### config.mk
export PLATFORM = sky130hd
export DESIGN_NAME = db_gain_stage
export DESIGN_NICKNAME = d
export VERILOG_FILES = /design/src/rtl/db_gain_pkg.sv /design/src/rtl/db_gain_decode.sv /design/src/rtl/db_gain_mult.sv /design/src/rtl/db_gain_round_sat.sv /design/src/rtl/db_gain_stage.sv
export SDC_FILE = /design/constraint.sdc
export NUM_CORES = 1
export LEC_CHECK = 0
export ABC_CLOCK_PERIOD_IN_PS = 16500
export BUFFER_PORTS_ARGS = -buffer_cell sky130_fd_sc_hd__buf_2
export CORE_MARGIN = 2
export CORE_UTILIZATION = 65
export DETAILED_ROUTE_END_ITERATION = 7
export HOLD_SLACK_MARGIN = 0.02
export PLACE_DENSITY = 0.92
export SYNTH_ARGS = -nofsm -noshare
export SYNTH_HDL_FRONTEND = slang
export SYNTH_SLANG_ARGS = --single-unit
### constraint.sdc
create_clock -name clk -period 16.5 [get_ports clk]
set_clock_uncertainty 0.15 [all_clocks]
set_input_delay 4.125 -clock clk [delete_from_list [all_inputs] [get_ports clk]]
set_output_delay 4.125 -clock clk [all_outputs]
set_load 0.005 [all_outputs]
### src/rtl/db_gain_pkg.sv
package db_gain_pkg;
  localparam int CODE_W    = 8;
  localparam int STEP_LOG2 = 4;
  localparam int STEPS     = 1 << STEP_LOG2;
  localparam int MANT_W    = 16;
  localparam int MANT_FRAC = 15;
  localparam int SHIFT_W   = 6;

  // round(2^(f/16) * 2^15)
  function automatic logic [MANT_W-1:0] mant_lut(input logic [STEP_LOG2-1:0] f);
    logic [MANT_W-1:0] m;
    case (f)
      4'd0:  m = 16'd32768;
      4'd1:  m = 16'd34219;
      4'd2:  m = 16'd35734;
      4'd3:  m = 16'd37316;
      4'd4:  m = 16'd38968;
      4'd5:  m = 16'd40693;
      4'd6:  m = 16'd42495;
      4'd7:  m = 16'd44376;
      4'd8:  m = 16'd46341;
      4'd9:  m = 16'd48393;
      4'd10: m = 16'd50535;
      4'd11: m = 16'd52773;
      4'd12: m = 16'd55109;
      4'd13: m = 16'd57549;
      4'd14: m = 16'd60097;
      default: m = 16'd62757;
    endcase
    return m;
  endfunction
endpackage

### src/rtl/db_gain_decode.sv
module db_gain_decode
  import db_gain_pkg::*;
#(
  parameter int UNITY_CODE = 175
) (
  input  logic [CODE_W-1:0]  code,
  output logic [MANT_W-1:0]  mant,
  output logic [SHIFT_W-1:0] shift,
  output logic               mute
);
  localparam int OCT_BIAS  = (UNITY_CODE + STEPS - 1) / STEPS;
  localparam int CODE_OFS  = OCT_BIAS * STEPS - UNITY_CODE;
  localparam int SHIFT_TOP = MANT_FRAC + OCT_BIAS;

  logic [CODE_W:0] biased;

  always_comb begin
    biased = (CODE_W+1)'(code) + (CODE_W+1)'(CODE_OFS);
    mant   = mant_lut(biased[STEP_LOG2-1:0]);
    shift  = SHIFT_W'(SHIFT_TOP - int'(biased[CODE_W:STEP_LOG2]));
    mute   = (code == '0);
  end
endmodule

### src/rtl/db_gain_mult.sv
module db_gain_mult
  import db_gain_pkg::*;
#(
  parameter int DW   = 24,
  parameter int TAGW = 3,
  parameter int PW   = DW + MANT_W + 1
) (
  input  logic                 clk,
  input  logic                 rst,
  input  logic                 in_valid,
  input  logic signed [DW-1:0] in_data,
  input  logic [TAGW-1:0]      in_tag,
  input  logic [MANT_W-1:0]    mant,
  input  logic [SHIFT_W-1:0]   shift,
  input  logic                 mute,
  output logic                 p_valid,
  output logic signed [PW-1:0] p_prod,
  output logic [SHIFT_W-1:0]   p_shift,
  output logic [TAGW-1:0]      p_tag
);
  logic signed [PW-1:0] a_ext;
  logic signed [PW-1:0] m_ext;
  logic signed [PW-1:0] prod_c;

  always_comb begin
    a_ext  = PW'(in_data);
    m_ext  = PW'($signed({1'b0, mant}));
    prod_c = a_ext * m_ext;
  end

  always_ff @(posedge clk) begin
    if (rst) begin
      p_valid <= 1'b0;
      p_prod  <= '0;
      p_shift <= '0;
      p_tag   <= '0;
    end else begin
      p_valid <= in_valid;
      if (in_valid) begin
        p_prod  <= mute ? '0 : prod_c;
        p_shift <= shift;
        p_tag   <= in_tag;
      end
    end
  end
endmodule

### src/rtl/db_gain_round_sat.sv
module db_gain_round_sat
  import db_gain_pkg::*;
#(
  parameter int DW   = 24,
  parameter int TAGW = 3,
  parameter int PW   = DW + MANT_W + 1
) (
  input  logic                 clk,
  input  logic                 rst,
  input  logic                 p_valid,
  input  logic signed [PW-1:0] p_prod,
  input  logic [SHIFT_W-1:0]   p_shift,
  input  logic [TAGW-1:0]      p_tag,
  output logic                 out_valid,
  output logic signed [DW-1:0] out_data,
  output logic [TAGW-1:0]      out_tag
);
  localparam int RW = PW + 1;
  localparam logic signed [RW-1:0] MAXV = $signed({{(RW-DW+1){1'b0}}, {(DW-1){1'b1}}});
  localparam logic signed [RW-1:0] MINV = $signed({{(RW-DW+1){1'b1}}, {(DW-1){1'b0}}});

  logic signed [RW-1:0] half;
  logic signed [RW-1:0] sum;
  logic signed [RW-1:0] scaled;
  logic signed [DW-1:0] clip;

  always_comb begin
    half   = (p_shift == '0) ? '0 : (RW'(1) << (p_shift - SHIFT_W'(1)));
    sum    = RW'(p_prod) + half;
    scaled = sum >>> p_shift;
    if (scaled > MAXV)      clip = MAXV[DW-1:0];
    else if (scaled < MINV) clip = MINV[DW-1:0];
    else                    clip = scaled[DW-1:0];
  end

  always_ff @(posedge clk) begin
    if (rst) begin
      out_valid <= 1'b0;
      out_data  <= '0;
      out_tag   <= '0;
    end else begin
      out_valid <= p_valid;
      if (p_valid) begin
        out_data <= clip;
        out_tag  <= p_tag;
      end
    end
  end
endmodule

### src/rtl/db_gain_stage.sv
module db_gain_stage
  import db_gain_pkg::*;
#(
  parameter int DW         = 24,
  parameter int TAGW       = 3,
  parameter int UNITY_CODE = 175
) (
  input  logic                 clk,
  input  logic                 rst,
  input  logic [CODE_W-1:0]    gain_code,
  input  logic                 in_valid,
  input  logic signed [DW-1:0] in_data,
  input  logic [TAGW-1:0]      in_tag,
  output logic                 out_valid,
  output logic signed [DW-1:0] out_data,
  output logic [TAGW-1:0]      out_tag
);
  localparam int PW = DW + MANT_W + 1;

  logic [MANT_W-1:0]    dec_mant;
  logic [SHIFT_W-1:0]   dec_shift;
  logic                 dec_mute;
  logic                 p_valid;
  logic signed [PW-1:0] p_prod;
  logic [SHIFT_W-1:0]   p_shift;
  logic [TAGW-1:0]      p_tag;

  db_gain_decode #(.UNITY_CODE(UNITY_CODE)) u_decode (
    .code  (gain_code),
    .mant  (dec_mant),
    .shift (dec_shift),
    .mute  (dec_mute)
  );

  db_gain_mult #(.DW(DW), .TAGW(TAGW), .PW(PW)) u_mult (
    .clk      (clk),
    .rst      (rst),
    .in_valid (in_valid),
    .in_data  (in_data),
    .in_tag   (in_tag),
    .mant     (dec_mant),
    .shift    (dec_shift),
    .mute     (dec_mute),
    .p_valid  (p_valid),
    .p_prod   (p_prod),
    .p_shift  (p_shift),
    .p_tag    (p_tag)
  );

  db_gain_round_sat #(.DW(DW), .TAGW(TAGW), .PW(PW)) u_round (
    .clk       (clk),
    .rst       (rst),
    .p_valid   (p_valid),
    .p_prod    (p_prod),
    .p_shift   (p_shift),
    .p_tag     (p_tag),
    .out_valid (out_valid),
    .out_data  (out_data),
    .out_tag   (out_tag)
  );
endmodule

==> results of run 1 <==
==> layer usage <==
metal	vias up	wire [µm]	global-route usage [%]
met4	0	3840	19.4
li1	8877	-	-
met2	1150	30800	61.9
met5	-	0	0
met1	9944	23700	45.3
met3	320	5290	5.21
==> cell usage in the layout, fill, tap and decap left out, drive strengths merged, types with 16 or more instances in the layout <==
cell    count
ha        146
xnor2      60
a22oi      28
a211oi     36
nand2     370
nand4      16
nor2b      33
nand3      42
mux2       19
o211ai     28
fa        378
buf        94
xor2       27
o21ai     101
nor2      196
a21oi     126
o221a      25
and2      127
nor3       42
mux2i      47
dfxtp      79
inv       446
a21o       34
==> registers in the layout (all words and copies together), names as in the netlist <==
| name | flops |
|---|---|
| u_mult.p_valid | 1 |
| u_round.out_data | 24 |
| u_mult.p_tag | 3 |
| u_round.out_valid | 1 |
| u_mult.p_shift | 6 |
| u_round.out_tag | 3 |
| u_mult.p_prod | 41 |
==> worst max-delay path, delay by kind of cell <==
kind / cells / cell delay (ns)
buffers and inverters: 5 / 0.41
xor gates and xnor gates: 3 / 0.92
adders and majority gates: 8 / 3.59
AOI/OAI and AO/OA: 11 / 3.15
and+or+nand+nor: 4 / 0.94
==> metrics by stage <==
stage                     util (%)  hold WS (ns)  area [µm²]  std cells  worst slack [ns]
after detailed placement      67.2         0.326       23100       3161              3.36
final                         68.1         0.339       23400       3177              3.45
after floorplan                  -         0.282       22600       2763              4.40
after CTS                     68.1         0.338       23400       3177              3.71
after global placement        67.2         0.298       23100       3161              3.68
after global routing          68.1         0.362       23400       3177              2.95
==> kinds of logic (layout without fill, tap and decap cells) <==
family / after synthesis / count (layout) / synth area share (%)
DFF: 79 / 79 / 7.01
xor gates and xnor gates: 87 / 87 / 3.38
and+or+nand+nor: 900 / 900 / 18.6
muxes: 72 / 72 / 3.63
adders and majority gates: 524 / 524 / 41.7
AOI/OAI and AO/OA: 508 / 508 / 15.7
buffers and inverters: 593 / 552 / 10.0
==> worst paths after layout <==
kind | to | slack (ns) | cells past startpoint
worst min register to register | u_mult.p_prod[10] | 0.34 | 2
worst max-delay path | u_mult.p_prod[40] | 3.45 | 31
worst max register to register | u_round.out_data[15] | 9.04 | 20
worst min-delay path | u_mult.p_prod[10] | 0.34 | 2
==> area by class of cell <==
| cell class | instances | area (µm²) | area share [%] |
|---|---|---|---|
| multi-input combinational | 2091 | 18700 | 80.1 |
| sequential | 79 | 1580 | 6.76 |
| clock buffer | 9 | 225 | 0.962 |
| inverter | 442 | 1660 | 7.09 |
| timing repair buffer | 94 | 543 | 2.32 |
| tap | 455 | 569 | 2.43 |
| clock inverter | 7 | 85.1 | 0.363 |
==> impl_metrics.py, run 1 <==
metrics = {
    "layout": {
        "diodes": 0,
        "layout.nets": 3279,
        "drive_above_1_share_pct": 7.46,
        "syn2layout_area_growth_pct": 3.82,
        "fill_cells": 2704,
    },
    "timing": {
        "setup_viol": 0,
        "fmax_ghz": 0.0766,
        "slew_violations": 0,
        "relSlewSlack_pct": 19.6,
        "fin_tns_setup_ns": 0,
        "tightest_slew_ns": 1.20,
        "hold_viol_final": 0,
        "min_period_ns": 13.05,
        "period_share_pct": 79.1,
        "rsz0062_at_grt": "no",
    },
    "floorplanning": {
        "core_mm2": 0.0344,
        "fp.dieH_um": 190,
        "die_area_mm2": 0.0362,
        "ios": 66,
        "rows": 68,
        "die_x_um": 190,
        "start_util_pct": 65.6,
    },
    "cts": {
        "clockBufferDepth": 2,
        "clk_latency_ns": 0.36,
        "cts_resized": 0,
        "cts_buffers": 9,
        "htree_levels": 3,
        "tritoncts": "built",
        "cts_setup_buffers": 0,
        "path_clk_slew_ns": 0.07,
        "cts_root_buffer": "clkbuf_16",
        "clkSinkCount": 79,
        "hold_buffers": 0,
    },
    "setup_path": {
        "crit_fanout": 24,
        "critical_path_class": "primary input to register",
        "endpoint_kind": "register",
        "cpMostUsedCell": "fa_1",
        "startpoint": "gain_code[0]",
        "critPathRequiredTime_ns": 16.58,
        "startpoint_type": "primary input",
        "r2r_start": "u_mult.p_shift[4]",
        "cp_data_arrival_time_ns": 13.13,
        "crit_path_top_delay_cell": "a21oi_2",
        "critPathMaxStageDelay_ns": 0.89,
    },
    "routing": {
        "final_antenna_net_count": 0,
        "drt-vias-per-instance": 6.39,
        "totalWireLength_um": 63500,
        "vias": 20300,
        "routedWlPerCell_um": 20.0,
        "drtIter0Drc": 1870,
        "dr.pass1.iters": 8,
        "drcViolationCount": 0,
    },
    "yosys": {
        "syn_area_mm2": 0.0226,
        "yosysMostFrequentCell": "inv_1",
        "synth_top_area_share_pct": 33.6,
        "yosysWarnings": 0,
        "avgSynthCellArea_um2": 8.16,
        "yosysTopAreaCell": "fa_1",
        "ys_top_cells_by_count": "442 x inv_1, 378 x fa_1, 369 x nand2_1",
        "synth_ff_type": "dfxtp_1",
        "async_reset_ff_share_pct": 0,
        "yosysUniqueCellTypes": 90,
        "synth_edf_count": 0,
        "synthCells": 2763,
        "syn_nets": 3325,
        "synth_seq_cells": 79,
        "ys_seq_area_share_pct": 7.01,
        "synth_area_leaders": "fa_1 34%, ha_1 8.1%, inv_1 7.4%",
    },
    "grt": {
        "gr-total-overflow": 0,
        "grt_pass1_wl_um": 105000,
        "grt_pass1_vias": 21200,
        "grt_max_degree": 59,
        "antenna_found_initial": 0,
        "grt_use_total_pct": 36.5,
    },
    "min_path": {
        "hp-start": "u_mult.p_prod[10]",
        "hp-class": "register to register",
    },
    "place": {
        "detailed_place_hpwl_um": 49900,
        "io_buffers": 65,
        "gp_congestion": 0.916,
    },
    "status": {
        "outcome": "complete, no violations",
    },
    "flow_run": {
        "cap_violations": 0,
    },
}
Power of run 1 is not shown: default switching activity piles up to over one toggle a cycle in this logic, so the estimate is an artifact.
==> run 2, diff against run 1 <==
--- a/config.mk
+++ b/config.mk
@@ -5,13 +5,14 @@
 export SDC_FILE = /design/constraint.sdc
 export NUM_CORES = 1
 export LEC_CHECK = 0
-export ABC_CLOCK_PERIOD_IN_PS = 16500
+export ABC_AREA = 1
+export ABC_CLOCK_PERIOD_IN_PS = 11000
 export BUFFER_PORTS_ARGS = -buffer_cell sky130_fd_sc_hd__buf_2
 export CORE_MARGIN = 2
-export CORE_UTILIZATION = 65
+export CORE_UTILIZATION = 60
 export DETAILED_ROUTE_END_ITERATION = 7
 export HOLD_SLACK_MARGIN = 0.02
-export PLACE_DENSITY = 0.92
+export PLACE_DENSITY = 0.89
 export SYNTH_ARGS = -nofsm -noshare
 export SYNTH_HDL_FRONTEND = slang
 export SYNTH_SLANG_ARGS = --single-unit
==> constraint.sdc (replaced) <==
create_clock -name clk -period 11 [get_ports clk]
set_clock_uncertainty 0.15 [all_clocks]
set_input_delay 2.75 -clock clk [delete_from_list [all_inputs] [get_ports clk]]
set_output_delay 2.75 -clock clk [all_outputs]
set_load 0.005 [all_outputs]
==> run 2 against run 1 <==
Wire length rose by 8.7%. Sequential share of layout area shrank 0.20 points. Final area increased by 2.9%. First-iteration DRC count is 27% higher.
==> impl_metrics.py, run 2 <==
metrics = {
    "status": {
        "outcome": "complete, no violations",
    },
    "setup_path": {
        "critPathMaxStageDelay_ns": 0.53,
        "crit_path_top_delay_cell": "fa_1",
        "critical_path_class": "primary input to register",
        "cpMostUsedCell": "inv_1",
        "startpoint_type": "primary input",
        "critPathRequiredTime_ns": 11.14,
        "crit_fanout": 10,
        "cp_data_arrival_time_ns": 10.65,
        "endpoint_kind": "register",
    },
    "yosys": {
        "syn_nets": 3972,
        "synth_seq_cells": 79,
        "yosysTopAreaCell": "fa_1",
        "avgSynthCellArea_um2": 6.74,
        "async_reset_ff_share_pct": 0,
        "synth_ff_type": "dfxtp_1",
        "syn_area_mm2": 0.0230,
        "synth_fa_ha_area_share_pct": 40.8,
        "yosys.area_share.xor_xnor_pct": 1.49,
        "synth_edf_count": 0,
        "synthCells": 3410,
        "yosysUniqueCellTypes": 49,
        "ys_top_cells_by_count": "836 x nand2_1, 698 x inv_1, 384 x nor2_1",
        "yosysMostFrequentCell": "nand2_1",
        "yosys.area_share.simple_pct": 28.0,
        "synth_top_family_by_area": "adder cells",
        "synth_area_leaders": "fa_1 33%, nand2_1 14%, inv_1 11%",
        "synth_top_area_share_pct": 32.9,
        "synth-compound-area-share_pct": 8.51,
        "yosysWarnings": 0,
        "yosys-mux-area-fraction_pct": 0.348,
        "ys_seq_area_share_pct": 6.88,
    },
    "timing": {
        "min_period_ns": 10.51,
        "relSlewSlack_pct": 35.5,
        "tightest_slew_ns": 0.967,
        "slew_violations": 0,
        "rsz0062_at_grt": "no",
        "hold_viol_final": 0,
        "setup_viol": 0,
        "period_share_pct": 95.5,
        "fin_tns_setup_ns": 0,
        "fmax_ghz": 0.0951,
    },
    "place": {
        "io_buffers": 65,
        "gp_congestion": 1.02,
        "detailed_place_hpwl_um": 57300,
    },
    "grt": {
        "grt_use_total_pct": 36.7,
        "gr-total-overflow": 0,
        "busiest_layer": "met2",
        "grt_pass1_wl_um": 113000,
        "met3_usage_pct": 9.85,
        "antenna_found_initial": 3,
        "use_met1_pct": 49.4,
        "grt_max_degree": 73,
        "grt_pass1_vias": 22300,
        "grtUsageMet2_pct": 56.5,
    },
    "layout": {
        "layout.nets": 3967,
        "final_cell_mix": "835 x nand2_1, 696 x inv_1, 383 x nor2_1, 378 x fa_1, 247 x nand3_1",
        "largest_reg_flops": 41,
        "top_regs": "u_mult.p_prod: 41 flops, u_round.out_data: 24 flops, u_mult.p_shift: 6 flops",
        "syn2layout_area_growth_pct": 4.80,
        "ff_latch_area_mm2": 0.00158,
        "multi_input_area_mm2": 0.0182,
        "final_common_cell": "nand2_1",
        "top_register": "u_mult.p_prod",
        "fill_cells": 3337,
        "drive_above_1_share_pct": 5.75,
    },
    "floorplanning": {
        "fp.dieH_um": 200,
        "core_mm2": 0.0377,
        "start_util_pct": 61.1,
        "ios": 66,
        "die_area_mm2": 0.0399,
        "die_x_um": 200,
        "rows": 71,
    },
    "cts": {
        "clockBufferDepth": 2,
        "tritoncts": "built",
        "clkSinkCount": 79,
        "path_clk_slew_ns": 0.07,
        "clk_latency_ns": 0.36,
        "htree_levels": 3,
        "cts_buffers": 9,
        "hold_buffers": 0,
        "cts_root_buffer": "clkbuf_16",
    },
    "routing": {
        "drt-vias-per-instance": 5.65,
        "dr.pass1.iters": 8,
        "final_antenna_net_count": 0,
        "drtIter0Drc": 2379,
        "totalWireLength_um": 69100,
        "vias": 22200,
        "drcViolationCount": 0,
        "routedWlPerCell_um": 17.6,
    },
    "flow_run": {
        "cap_violations": 0,
    },
    "min_path": {
        "hp-class": "register to register",
    },
}
run 2: changes by cell type after synthesis, moves of 31 or more:
cell and delta:
nand2_1 +467, inv_1 +256, nand3_1 +205, nor2_1 +188
and2_1 -124, xnor2_1 -46, o21ai_0 +43, a21oi_1 +39
clkbuf_1 -39, mux2i_1 -39, nor2b_1 -33, a21o_1 -31
run 2: metrics by stage:
step	hold slack, ns	cells	util [%]	area, µm²	setup slack, ns
2_1_floorplan	0.299	3410	-	23000	1.23
3_3_place_gp	0.309	3901	63.1	23800	0.384
3_5_place_dp	0.314	3901	63.1	23800	0.173
4_1_cts	0.323	3917	63.9	24100	0.535
5_1_grt	0.335	3923	64.0	24100	0.0143
6_report	0.326	3924	64.0	24100	0.490
run 2: layer usage:
metal	vias up	part of all wire (%)
li1	10400	-
met1	10400	40
met2	1194	44
met3	251	12
met4	0	4.4
met5	-	0
run 2: critical path, delay by kind of cell:
kind / cells / cell delay [ns]
simple gates: 12 / 1.47
fa+ha+maj: 7 / 3.39
buf+inv: 12 / 1.49
compound gates: 9 / 1.53
run 2: cells by family after synthesis:
group / count (synthesis)
xor gates and xnor gates: 39
DFF: 79
AOI/OAI and AO/OA: 362
muxes: 8
buffers and inverters: 840
adders and majority gates: 524
and+or+nand+nor: 1558
run 2: cell type report:
cell class | count | share of cell area, %
repair buffers | 110 | 2.80
inverters | 714 | 11.2
diodes | 3 | 0.0311
flip-flops and latches | 79 | 6.56
clock inverters | 7 | 0.260
well taps | 511 | 2.65
clock buffers | 9 | 0.934
multi-input cells | 2491 | 75.6
run 2: worst paths after layout:
kind | slack (ns) | startpoint | endpoint | depth (start not counted)
setup / recovery | 0.49 | gain_code[0] | u_mult.p_prod[38] | 40
hold / removal | 0.33 | u_mult.p_prod[0] | u_mult.p_prod[0] | 2
setup reg to reg | 4.30 | u_mult.p_shift[1] | u_round.out_data[10] | 35
hold reg to reg | 0.33 | u_mult.p_prod[0] | u_mult.p_prod[0] | 2
run 2: what timing repair did:
action / 4_1_cts / 5_1_grt
buffers inserted: 0 / 4
endpoints found under the setup margin: 0 / 2
resized for setup: 0 / 5
Power of run 2 is left out for the same reason.
